**config.mk**
```make
export PLATFORM = sky130hd
export DESIGN_NAME = prct_timer
export DESIGN_NICKNAME = d
export VERILOG_FILES = /design/src/rtl/prct_pkg.sv /design/src/rtl/prct_prescaler.sv /design/src/rtl/prct_counter.sv /design/src/rtl/prct_regs.sv /design/src/rtl/prct_timer.sv
export SDC_FILE = /design/constraint.sdc
export NUM_CORES = 1
export LEC_CHECK = 0
export BUFFER_PORTS_ARGS = -buffer_cell sky130_fd_sc_hd__buf_4
export CAP_MARGIN = 25
export CORE_ASPECT_RATIO = 2
export CORE_MARGIN = 4
export CORE_UTILIZATION = 54
export DETAILED_ROUTE_END_ITERATION = 10
export PLACE_DENSITY_LB_ADDON = 0.1
export SYNTH_ARGS = -nofsm -noshare
export SYNTH_HDL_FRONTEND = slang
export SYNTH_SLANG_ARGS = --single-unit
```
**constraint.sdc**
```tcl
create_clock -name clk -period 2 [get_ports clk]
set_input_delay 0.4 -clock clk [delete_from_list [all_inputs] [get_ports clk]]
set_output_delay 0.4 -clock clk [all_outputs]
set_load 0.02 [all_outputs]
```
**src/rtl/prct_pkg.sv**
```systemverilog
`timescale 1ns/1ps
package prct_pkg;
  typedef enum logic [1:0] {
    CLK_NONE0 = 2'd0,
    CLK_SYS   = 2'd1,
    CLK_SLOW  = 2'd2,
    CLK_NONE3 = 2'd3
  } clk_sel_e;

  localparam int MB_EN     = 0;
  localparam int MB_SEL_LO = 1;
  localparam int MB_IRQ_EN = 4;
  localparam int MB_PRE_LO = 8;

  localparam int EB_REF = 1;

  localparam logic [7:0] OFS_MODE = 8'h00;
  localparam logic [7:0] OFS_CMP  = 8'h04;
  localparam logic [7:0] OFS_CAPT = 8'h08;
  localparam logic [7:0] OFS_CNT  = 8'h0C;
  localparam logic [7:0] OFS_EVT  = 8'h11;

  function automatic logic sel_is_running(input logic [1:0] s);
    return (clk_sel_e'(s) == CLK_SYS) || (clk_sel_e'(s) == CLK_SLOW);
  endfunction

  function automatic logic sel_is_slow(input logic [1:0] s);
    return clk_sel_e'(s) == CLK_SLOW;
  endfunction
endpackage

```
**src/rtl/prct_prescaler.sv**
```systemverilog
`timescale 1ns/1ps
module prct_prescaler #(
  parameter int PRE_W    = 8,
  parameter int SLOW_DIV = 16
) (
  input  logic             clk,
  input  logic             rst_n,
  input  logic             run,
  input  logic             slow,
  input  logic             restart,
  input  logic [PRE_W-1:0] pre_val,
  output logic             base_tick,
  output logic             tick
);
  logic [PRE_W-1:0] pre_q;

  generate
    if (SLOW_DIV > 1) begin : g_div
      localparam int DIV_W = $clog2(SLOW_DIV);
      localparam logic [DIV_W-1:0] DIV_MAX = DIV_W'(SLOW_DIV - 1);
      logic [DIV_W-1:0] div_q;

      always_ff @(posedge clk) begin
        if (!rst_n || !run || restart) div_q <= '0;
        else if (slow) div_q <= (div_q == DIV_MAX) ? '0 : div_q + DIV_W'(1);
      end

      assign base_tick = run && (!slow || (div_q == DIV_MAX));

      // the slow clock never produces two back-to-back base ticks
      p_slow_gap_r3: assert property (@(posedge clk) disable iff (!rst_n)
        (run && slow && base_tick) |=> !base_tick);
    end else begin : g_nodiv
      assign base_tick = run;
    end
  endgenerate

  assign tick = base_tick && (pre_q == pre_val);

  always_ff @(posedge clk) begin
    if (!rst_n || !run || restart) pre_q <= '0;
    else if (base_tick) pre_q <= (pre_q == pre_val) ? '0 : pre_q + PRE_W'(1);
  end

  // after a restart only an undivided, unscaled clock may tick at once
  p_restart_phase_r4: assert property (@(posedge clk) disable iff (!rst_n)
    restart |=> (tick == (run && !slow && (pre_val == '0))));
endmodule

```
**src/rtl/prct_counter.sv**
```systemverilog
`timescale 1ns/1ps
module prct_counter #(
  parameter int CNT_W = 16
) (
  input  logic             clk,
  input  logic             rst_n,
  input  logic             tick,
  input  logic             load,
  input  logic [CNT_W-1:0] load_val,
  input  logic [CNT_W-1:0] ref_val,
  output logic [CNT_W-1:0] cnt_q,
  output logic             ref_match
);
  function automatic logic [CNT_W-1:0] eff_limit(input logic [CNT_W-1:0] r);
    return (r == '0) ? CNT_W'(1) : r;
  endfunction

  function automatic logic [CNT_W-1:0] next_count(input logic [CNT_W-1:0] c,
                                                  input logic [CNT_W-1:0] lim);
    return (c == lim) ? '0 : c + CNT_W'(1);
  endfunction

  logic [CNT_W-1:0] lim;
  logic [CNT_W-1:0] nxt;

  assign lim       = eff_limit(ref_val);
  assign nxt       = next_count(cnt_q, lim);
  assign ref_match = tick && !load && (nxt == lim);

  always_ff @(posedge clk) begin
    if (!rst_n)    cnt_q <= '0;
    else if (load) cnt_q <= load_val;
    else if (tick) cnt_q <= nxt;
  end

  // without an advance or a load the count holds
  p_hold_r2: assert property (@(posedge clk) disable iff (!rst_n)
    (!tick && !load) |=> $stable(cnt_q));
  // the count returns to zero after standing at the limit
  p_wrap_r5: assert property (@(posedge clk) disable iff (!rst_n)
    (tick && !load && (cnt_q == lim)) |=> (cnt_q == '0));
  // a load wins over an advance
  p_load_r9: assert property (@(posedge clk) disable iff (!rst_n)
    load |=> (cnt_q == $past(load_val)));
endmodule

```
**src/rtl/prct_regs.sv**
```systemverilog
`timescale 1ns/1ps
module prct_regs
  import prct_pkg::*;
#(
  parameter int BUS_W  = 16,
  parameter int PRE_W  = 8,
  parameter int ADDR_W = 5
) (
  input  logic              clk,
  input  logic              rst_n,
  input  logic              bus_sel,
  input  logic              bus_wr,
  input  logic [ADDR_W-1:0] bus_addr,
  input  logic [BUS_W-1:0]  bus_wdata,
  output logic [BUS_W-1:0]  bus_rdata,
  input  logic [BUS_W-1:0]  cnt_q,
  input  logic              ref_match,
  output logic              run,
  output logic              slow,
  output logic [PRE_W-1:0]  pre_val,
  output logic              irq_en,
  output logic [BUS_W-1:0]  ref_q,
  output logic              evt_ref,
  output logic              cnt_load,
  output logic              restart
);
  localparam int EVT_W = 2;
  localparam logic [ADDR_W-1:0] A_MODE = ADDR_W'(OFS_MODE);
  localparam logic [ADDR_W-1:0] A_CMP  = ADDR_W'(OFS_CMP);
  localparam logic [ADDR_W-1:0] A_CAPT = ADDR_W'(OFS_CAPT);
  localparam logic [ADDR_W-1:0] A_CNT  = ADDR_W'(OFS_CNT);
  localparam logic [ADDR_W-1:0] A_EVT  = ADDR_W'(OFS_EVT);

  logic [BUS_W-1:0] mode_q;
  logic [BUS_W-1:0] capt_q;
  logic [EVT_W-1:0] evt_q;
  logic [EVT_W-1:0] evt_clr;
  logic [EVT_W-1:0] evt_set;
  logic wr_any, wr_mode, wr_cmp, wr_capt, wr_evt;
  logic disabling;

  assign wr_any  = bus_sel && bus_wr;
  assign wr_mode = wr_any && (bus_addr == A_MODE);
  assign wr_cmp  = wr_any && (bus_addr == A_CMP);
  assign wr_capt = wr_any && (bus_addr == A_CAPT);
  assign wr_evt  = wr_any && (bus_addr == A_EVT);
  assign cnt_load = wr_any && (bus_addr == A_CNT);
  assign restart  = wr_mode || wr_cmp;
  assign disabling = wr_mode && mode_q[MB_EN] && !bus_wdata[MB_EN];

  assign run     = mode_q[MB_EN] && sel_is_running(mode_q[MB_SEL_LO +: 2]);
  assign slow    = sel_is_slow(mode_q[MB_SEL_LO +: 2]);
  assign pre_val = mode_q[MB_PRE_LO +: PRE_W];
  assign irq_en  = mode_q[MB_IRQ_EN];
  assign evt_ref = evt_q[EB_REF];

  assign evt_clr = wr_evt ? bus_wdata[EVT_W-1:0] : '0;
  always_comb begin
    evt_set = '0;
    evt_set[EB_REF] = ref_match;
  end

  always_ff @(posedge clk) begin
    if (!rst_n) begin
      mode_q <= '0;
      ref_q  <= '0;
      capt_q <= '0;
      evt_q  <= '0;
    end else begin
      if (disabling) begin
        mode_q <= '0;
        ref_q  <= '0;
      end else begin
        if (wr_mode) mode_q <= bus_wdata;
        if (wr_cmp)  ref_q  <= bus_wdata;
      end
      if (wr_capt) capt_q <= bus_wdata;
      evt_q <= (evt_q & ~evt_clr) | evt_set;
    end
  end

  always_comb begin
    case (bus_addr)
      A_MODE:  bus_rdata = mode_q;
      A_CMP:   bus_rdata = ref_q;
      A_CAPT:  bus_rdata = capt_q;
      A_CNT:   bus_rdata = cnt_q;
      A_EVT:   bus_rdata = {{(BUS_W-EVT_W){1'b0}}, evt_q};
      default: bus_rdata = '0;
    endcase
  end

  // switching the enable off wipes control and compare
  p_disable_clears_r2: assert property (@(posedge clk) disable iff (!rst_n)
    disabling |=> ((mode_q == '0) && (ref_q == '0)));
  // a match leaves the reference flag set
  p_flag_set_r5: assert property (@(posedge clk) disable iff (!rst_n)
    ref_match |=> evt_q[EB_REF]);
  // a one clears the flag unless a match arrives at the same edge
  p_w1c_r7: assert property (@(posedge clk) disable iff (!rst_n)
    (wr_evt && bus_wdata[EB_REF] && !ref_match) |=> !evt_q[EB_REF]);
  // a zero leaves a set flag alone
  p_w0_keep_r7: assert property (@(posedge clk) disable iff (!rst_n)
    (wr_evt && !bus_wdata[EB_REF] && evt_q[EB_REF]) |=> evt_q[EB_REF]);
endmodule

```
**src/rtl/prct_timer.sv**
```systemverilog
`timescale 1ns/1ps
module prct_timer #(
  parameter int CNT_W    = 16,
  parameter int PRE_W    = 8,
  parameter int SLOW_DIV = 16,
  parameter int ADDR_W   = 5
) (
  input  logic              clk,
  input  logic              rst_n,
  input  logic              bus_sel,
  input  logic              bus_wr,
  input  logic [ADDR_W-1:0] bus_addr,
  input  logic [CNT_W-1:0]  bus_wdata,
  output logic [CNT_W-1:0]  bus_rdata,
  output logic              irq
);
  localparam int BUS_W = CNT_W;

  logic             run, slow, irq_en, evt_ref;
  logic             cnt_load, restart, base_tick, tick, ref_match;
  logic [PRE_W-1:0] pre_val;
  logic [BUS_W-1:0] ref_q;
  logic [CNT_W-1:0] cnt_q;

  prct_regs #(.BUS_W(BUS_W), .PRE_W(PRE_W), .ADDR_W(ADDR_W)) u_regs (
    .clk(clk), .rst_n(rst_n), .bus_sel(bus_sel), .bus_wr(bus_wr),
    .bus_addr(bus_addr), .bus_wdata(bus_wdata), .bus_rdata(bus_rdata),
    .cnt_q(cnt_q), .ref_match(ref_match), .run(run), .slow(slow),
    .pre_val(pre_val), .irq_en(irq_en), .ref_q(ref_q), .evt_ref(evt_ref),
    .cnt_load(cnt_load), .restart(restart)
  );

  prct_prescaler #(.PRE_W(PRE_W), .SLOW_DIV(SLOW_DIV)) u_pre (
    .clk(clk), .rst_n(rst_n), .run(run), .slow(slow), .restart(restart),
    .pre_val(pre_val), .base_tick(base_tick), .tick(tick)
  );

  prct_counter #(.CNT_W(CNT_W)) u_cnt (
    .clk(clk), .rst_n(rst_n), .tick(tick), .load(cnt_load),
    .load_val(bus_wdata), .ref_val(ref_q), .cnt_q(cnt_q),
    .ref_match(ref_match)
  );

  assign irq = irq_en && evt_ref;

  // the request drops as soon as the flag is cleared
  p_irq_drop_r6: assert property (@(posedge clk) disable iff (!rst_n)
    $fell(evt_ref) |-> !irq);
  // advances only come from a base tick of a running clock
  p_tick_src_r3: assert property (@(posedge clk) disable iff (!rst_n)
    tick |-> (base_tick && run));
endmodule

```
==> results of run 1 <==
-- cell usage in the layout, fill, tap and decap left out, drive strengths merged, types with 6 or more instances in the layout --
cell	instances
a31oi	8
a311oi	7
mux2i	35
dfxtp	78
xnor2	21
nand2	95
nand3	18
nor4	7
nand2b	8
a21oi	41
a22oi	18
and4	6
inv	8
nand4	15
o21ai	42
xor2	23
buf	196
nor2	64
clkbuf	9
-- what timing repair did --
item                       CTS  global route
pin swaps                   27            33
setup endpoints to repair   33            32
gates resized for setup     74            57
buffers inserted            16             7
cloned                       1             0
-- worst max-delay path: stages, from the launching register on --
cell      delay (ns)
dfxtp_4         0.35
nor4_4          0.33
a41oi_2         0.19
xor2_1          0.31
buf_4           0.20
and3_4          0.25
buf_6           0.12
a21oi_2         0.03
o211ai_1        0.25
o31ai_1         0.11
-- routing by layer --
layer | up-vias | track usage (%) | wire [um]
met1 | 2659 | 39.3 | 6290
met5 | - | 0 | 0
met3 | 116 | 7.83 | 1450
met2 | 320 | 64.7 | 10200
li1 | 2460 | - | -
met4 | 0 | 23.0 | 1420
-- cell families after synthesis --
logic type,count (synthesis)
XOR/XNOR,44
buffers and inverters,55
AND/OR/NAND/NOR,244
flip-flops,78
AO/OA/AOI/OAI,142
multiplexers,36
adder cells (fa/ha/maj),4
-- power groups by stage --
stage                     Sequential [mW]  Combinational (mW)  Clock [mW]
after CTS                            1.57               0.346        1.84
after global placement               1.60               0.297           0
after detailed placement             1.61               0.301           0
after global routing                 1.57               0.406        1.92
after floorplan                      1.60               0.153           0
final                                1.57               0.389        1.84
-- metrics by stage --
step	std cells	utilization, %	instance area [um2]	TNS [ns]
3_3_place_gp	827	70.9	6090	-8.08
2_1_floorplan	603	-	4870	-1.05
4_1_cts	859	79.3	6810	-0.483
5_1_grt	866	82.8	7110	-4.49
3_5_place_dp	827	70.9	6090	-10.07
6_report	866	82.8	7110	-3.18
-- area by class of cell --
class / count / area (um2)
Tap cell: 100 / 125
Timing Repair Buffer: 196 / 1690
Multi-Input combinational cell: 471 / 3350
Fill cell: 526 / 1480
Sequential cell: 78 / 1600
Clock buffer: 9 / 225
Inverter: 5 / 18.8
Clock inverter: 7 / 103
-- sequential cells by signal, summed over array words and instances (netlist names) --
register and cells:
u_regs.ref_q 16, u_pre.pre_q 8, u_regs.evt_q 2, u_regs.mode_q 16, u_cnt.cnt_q 16, u_regs.capt_q 16, u_pre.g_div.div_q 4
-- how the worst min path moves through the flow --
stage	slack [ns]	to	cells after the start	start
detailed placement	0.43	u_regs.evt_q[0]	2	u_regs.evt_q[0]
global route	0.32	u_regs.evt_q[0]	2	bus_wr
global placement	0.43	u_regs.evt_q[0]	2	u_regs.evt_q[0]
finish	0.32	u_regs.evt_q[0]	2	bus_wr
floorplan	0.42	u_regs.evt_q[0]	2	u_regs.evt_q[0]
CTS	0.31	u_regs.evt_q[0]	2	bus_wr
==> results.py, run 1 <==
metrics = {
    "grt": {
        "grt_pass1_wl_um": 29100,
        "grt_use_total_pct": 37.3,
        "antenna_found_initial": 0,
        "grt_overflow": 0,
        "grt_max_degree": 33,
        "grt_pass1_vias": 5559,
    },
    "logic_synthesis": {
        "netlist_area_mm2": 0.00472,
        "netlist.top_cell.by_area": "dfxtp_1",
        "synth_ff_type": "dfxtp_1",
        "synth_warnings": 0,
        "synth_top_family_by_area": "simple AND/OR/NAND/NOR gates",
        "synth_seq_cells": 78,
        "async_flop_share_pct": 0,
        "synth.most_common_cell": "nand2_1",
        "ys_types": 57,
        "synth-xor-area-share_pct": 8.16,
        "synth_edf_count": 0,
        "synth-adder-area-share_pct": 1.06,
        "synthSimpleGateAreaFrac_pct": 25.2,
        "syn_inst": 603,
        "synthTopCellsByArea": "dfxtp_1 (33%), nand2_1 (7.5%), mux2i_1 (7.4%)",
        "yosysTopAreaCellShare_pct": 33.1,
        "yosysSeqAreaShare_pct": 33.1,
        "synth_mux_area_share_pct": 7.66,
        "avgSynthCellArea_um2": 7.83,
        "synth_common_cells": "nand2_1 (95), dfxtp_1 (78), nor2_1 (63), a21oi_1 (41), o21ai_0 (38)",
        "syn_nets": 632,
        "synth_compound_area_share_pct": 19.2,
    },
    "timing": {
        "min_period_over_period_pct": 114,
        "slew_viol_final": 0,
        "worst_pin_slew_ns": 0.386,
        "hold_violations": 0,
        "period_needed_ns": 2.28,
        "relSlewSlack_pct": 74.0,
        "hold_ws_ns": 0.320,
        "rsz0062_at_grt": "yes",
        "layout_setup_ws_ns": -0.280,
        "fmax_mhz": 439,
        "fin_worst_skew_ns": 0.00904,
        "setup_viol": 18,
    },
    "critical_path": {
        "cp-start-kind": "register",
        "r2r_cells": 9,
        "rrSetupSlack_ns": -0.28,
        "cp-endpoint": "u_regs.evt_q[1]",
        "worstSetupPathType": "reg2reg",
        "crit_fanout": 6,
        "cp.required_ns": 2.22,
        "r2r-end": "u_regs.evt_q[1]",
        "r2r_start": "u_regs.ref_q[1]",
        "worstPathArrival_ns": 2.50,
        "critPathLaunch": "u_regs.ref_q[1]",
        "cp-end-kind": "register",
    },
    "pwr": {
        "sw_frac_of_total_pct": 25.0,
        "report.power.total_mw": 3.80,
        "p_sw_mw": 0.951,
        "power.internal_mw": 2.85,
        "seq_power_share_pct": 41.3,
        "ir_drop_uv": 662,
        "power_density_mw_per_mm2": 534,
        "power.share.clock_pct": 48.5,
        "power_leakage_nw": 2.80,
        "power_frac_comb_pct": 10.2,
    },
    "clocking": {
        "htree_levels": 3,
        "hold_buffers": 0,
        "cts_buffer_depth": 2,
        "clkTransAtPathRegs_ns": 0.07,
        "cts_buffers": 9,
        "cts_root_buf": "clkbuf_16",
        "cts_tree": "done",
        "clock-sinks": 78,
        "insertion_delay_ns": 0.35,
    },
    "cells_and_area": {
        "layout.nets": 790,
        "drive_above_1_share_pct": 40.5,
        "diodes": 0,
        "area.growth.synth_to_final_pct": 50.5,
    },
    "route": {
        "first_pass_iters": 6,
        "avgRoutedWirePerCell_um": 22.4,
        "dr_total_vias": 5555,
        "wirelength_um": 19400,
        "ant_nets": 0,
        "drtIter0Drc": 810,
        "vias_per_cell": 6.41,
        "drc": 0,
    },
    "status": {
        "violations": "negative setup slack",
        "outcome": "finished with violations",
    },
    "floorplan": {
        "start_util_pct": 55.0,
        "core_mm2": 0.00859,
        "die_h_um": 140,
        "pin_count": 42,
        "dieWidth_um": 74.1,
        "row_count": 48,
        "die_area_mm2": 0.0104,
    },
    "worst_hold_path": {
        "hp-class": "in2reg",
    },
    "placement": {
        "io_buffers": 41,
        "gp_congestion": 1.02,
        "dp_slack_ns": -0.352,
        "dp_hpwl_um": 12900,
    },
    "run": {
        "maxCapViolCount": 0,
    },
}
Power figures use the tool's default switching activity.
==> run 2, diff against run 1 <==
--- a/config.mk
+++ b/config.mk
@@ -7,8 +7,8 @@
 export LEC_CHECK = 0
 export BUFFER_PORTS_ARGS = -buffer_cell sky130_fd_sc_hd__buf_4
 export CAP_MARGIN = 25
-export CORE_ASPECT_RATIO = 2
-export CORE_MARGIN = 4
+export CORE_ASPECT_RATIO = 0.5
+export CORE_MARGIN = 5
 export CORE_UTILIZATION = 54
 export DETAILED_ROUTE_END_ITERATION = 10
 export PLACE_DENSITY_LB_ADDON = 0.1
==> results.py, run 2 (synthesis results as in run 1) <==
metrics = {
    "grt": {
        "grt_pass1_wl_um": 27100,
        "grt_overflow": 0,
        "antenna_found_initial": 0,
        "grt_pass1_vias": 4877,
        "grt_max_degree": 33,
        "grt_use_total_pct": 32.5,
    },
    "critical_path": {
        "worstSetupPathType": "reg2reg",
        "cp-start-kind": "register",
        "crit_family": "simple AND/OR/NAND/NOR gates",
        "worstPathArrival_ns": 2.34,
        "worst-path-buf-inv": 1,
        "cp-end-kind": "register",
        "cp.required_ns": 2.20,
        "cpMaxStageDelayCell": "dfxtp_4",
        "max_stage_delay_ns": 0.37,
        "crit_chain": "nor4_4, a41oi_2, xor2_2, and3_4, buf_4, nor2_1, o21ai_1, a311oi_2",
        "crit_fanout": 7,
    },
    "placement": {
        "dp_hpwl_um": 12900,
        "dp_slack_ns": -0.241,
        "io_buffers": 41,
        "dpl_cell_area_mm2": 0.00593,
        "gp_congestion": 1.04,
        "dp.cells": 829,
    },
    "cells_and_area": {
        "layout.nets": 766,
        "layout_common_cells": "buf_4 (146), nand2_1 (87), dfxtp_1 (67), nor2_1 (62), a21oi_1 (41)",
        "final_common_cell": "buf_4",
        "area.growth.synth_to_final_pct": 42.6,
        "nFillCells": 590,
        "final_cells": 859,
        "multi_input_area_mm2": 0.00326,
        "diodes": 0,
        "drive_above_1_share_pct": 36.8,
        "fin_area_mm2": 0.00674,
        "regArea_mm2": 0.00158,
    },
    "pwr": {
        "power.internal_mw": 2.72,
        "power_density_mw_per_mm2": 538,
        "power_frac_comb_pct": 10.0,
        "report.power.total_mw": 3.63,
        "p_sw_mw": 0.904,
        "sw_frac_of_total_pct": 24.9,
        "power_leakage_nw": 2.59,
        "power.share.clock_pct": 46.7,
        "seq_power_share_pct": 43.3,
        "ir_drop_uv": 421,
    },
    "run": {
        "maxCapViolCount": 0,
    },
    "status": {
        "outcome": "finished with violations",
        "violations": "negative setup slack",
    },
    "floorplan": {
        "pin_count": 42,
        "core_mm2": 0.00862,
        "start_util_pct": 54.8,
        "die_h_um": 76.1,
        "dieWidth_um": 142,
        "die_area_mm2": 0.0108,
        "row_count": 24,
    },
    "clocking": {
        "clock-sinks": 78,
        "cts_tree": "done",
        "htree_levels": 3,
        "insertion_delay_ns": 0.34,
        "clkTransAtPathRegs_ns": 0.07,
        "cts_buffers": 9,
        "cts_root_buf": "clkbuf_16",
        "cts_buffer_depth": 2,
    },
    "timing": {
        "rsz0062_at_grt": "yes",
        "fin_worst_skew_ns": 0.00723,
        "worst_pin_slew_ns": 0.475,
        "relSlewSlack_pct": 68.0,
        "setup_viol": 27,
        "layout_setup_ws_ns": -0.146,
        "hold_violations": 0,
        "setup-tns-final_ns": -1.73,
        "slew_viol_final": 0,
        "period_needed_ns": 2.15,
        "min_period_over_period_pct": 107,
        "fmax_mhz": 466,
    },
    "route": {
        "first_pass_iters": 5,
        "ant_nets": 0,
        "vias_per_cell": 6.12,
        "avgRoutedWirePerCell_um": 20.8,
        "drtIter0Drc": 600,
        "wirelength_um": 17900,
        "drc": 0,
        "dr_total_vias": 5256,
    },
    "worst_hold_path": {
        "hp-class": "in2reg",
    },
}
[run 2: cell types whose count changed in the layout (fill, tap and decap cells not counted), moves of 5 or more]
cell	previous run	this run
a22oi_1	14	6
a22oi_2	4	12
buf_12	9	3
buf_4	160	146
buf_6	25	20
dfxtp_1	60	67
nand2_1	93	87
nand2_2	1	8
[run 2: per-stage QoR]
stage / hold slack [ns] / util, %
global route: 0.330 / 78.2
floorplan: 0.416 / -
CTS: 0.314 / 75.6
finish: 0.328 / 78.2
global placement: 0.426 / 68.8
detailed placement: 0.436 / 68.8
[run 2: worst paths after layout]
check	from	end	slack (ns)	depth (start not counted)
max	u_regs.ref_q[13]	u_cnt.cnt_q[9]	-0.15	8
min	bus_wr	u_regs.evt_q[0]	0.33	2
max reg2reg	u_regs.ref_q[13]	u_cnt.cnt_q[9]	-0.15	8
min reg2reg	u_regs.evt_q[0]	u_regs.evt_q[0]	0.44	2
[run 2: area by class of cell]
cell class,count,share of cell area [%]
clock buffer,10,3.55
clock inverter,6,1.02
inverter,5,0.279
multi-input combinational,471,48.4
sequential,78,23.5
tap,117,2.17
timing repair buffer,172,21.2
[run 2: power by group through the flow]
stage / Combinational, mW / Clock, mW / Sequential [mW]
after global placement: 0.299 / 0 / 1.61
after global routing: 0.377 / 1.80 / 1.57
after detailed placement: 0.303 / 0 / 1.61
final: 0.363 / 1.69 / 1.57
after CTS: 0.329 / 1.72 / 1.57
after floorplan: 0.153 / 0 / 1.60
[run 2: repair_timing]
item | 4_1_cts | 5_1_grt
hold buffers | 0 | 0
cloned | 2 | 0
pin swaps | 24 | 17
setup buffers | 9 | 3
endpoints found under the setup margin | 33 | 37
resized for setup | 61 | 47
[run 2: routing by layer]
layer / GRT usage [%] / routed length [um]
met1: 46.2 / 7930
met2: 45.3 / 7410
met3: 13.9 / 2300
met4: 7.47 / 254
met5: 0 / 0
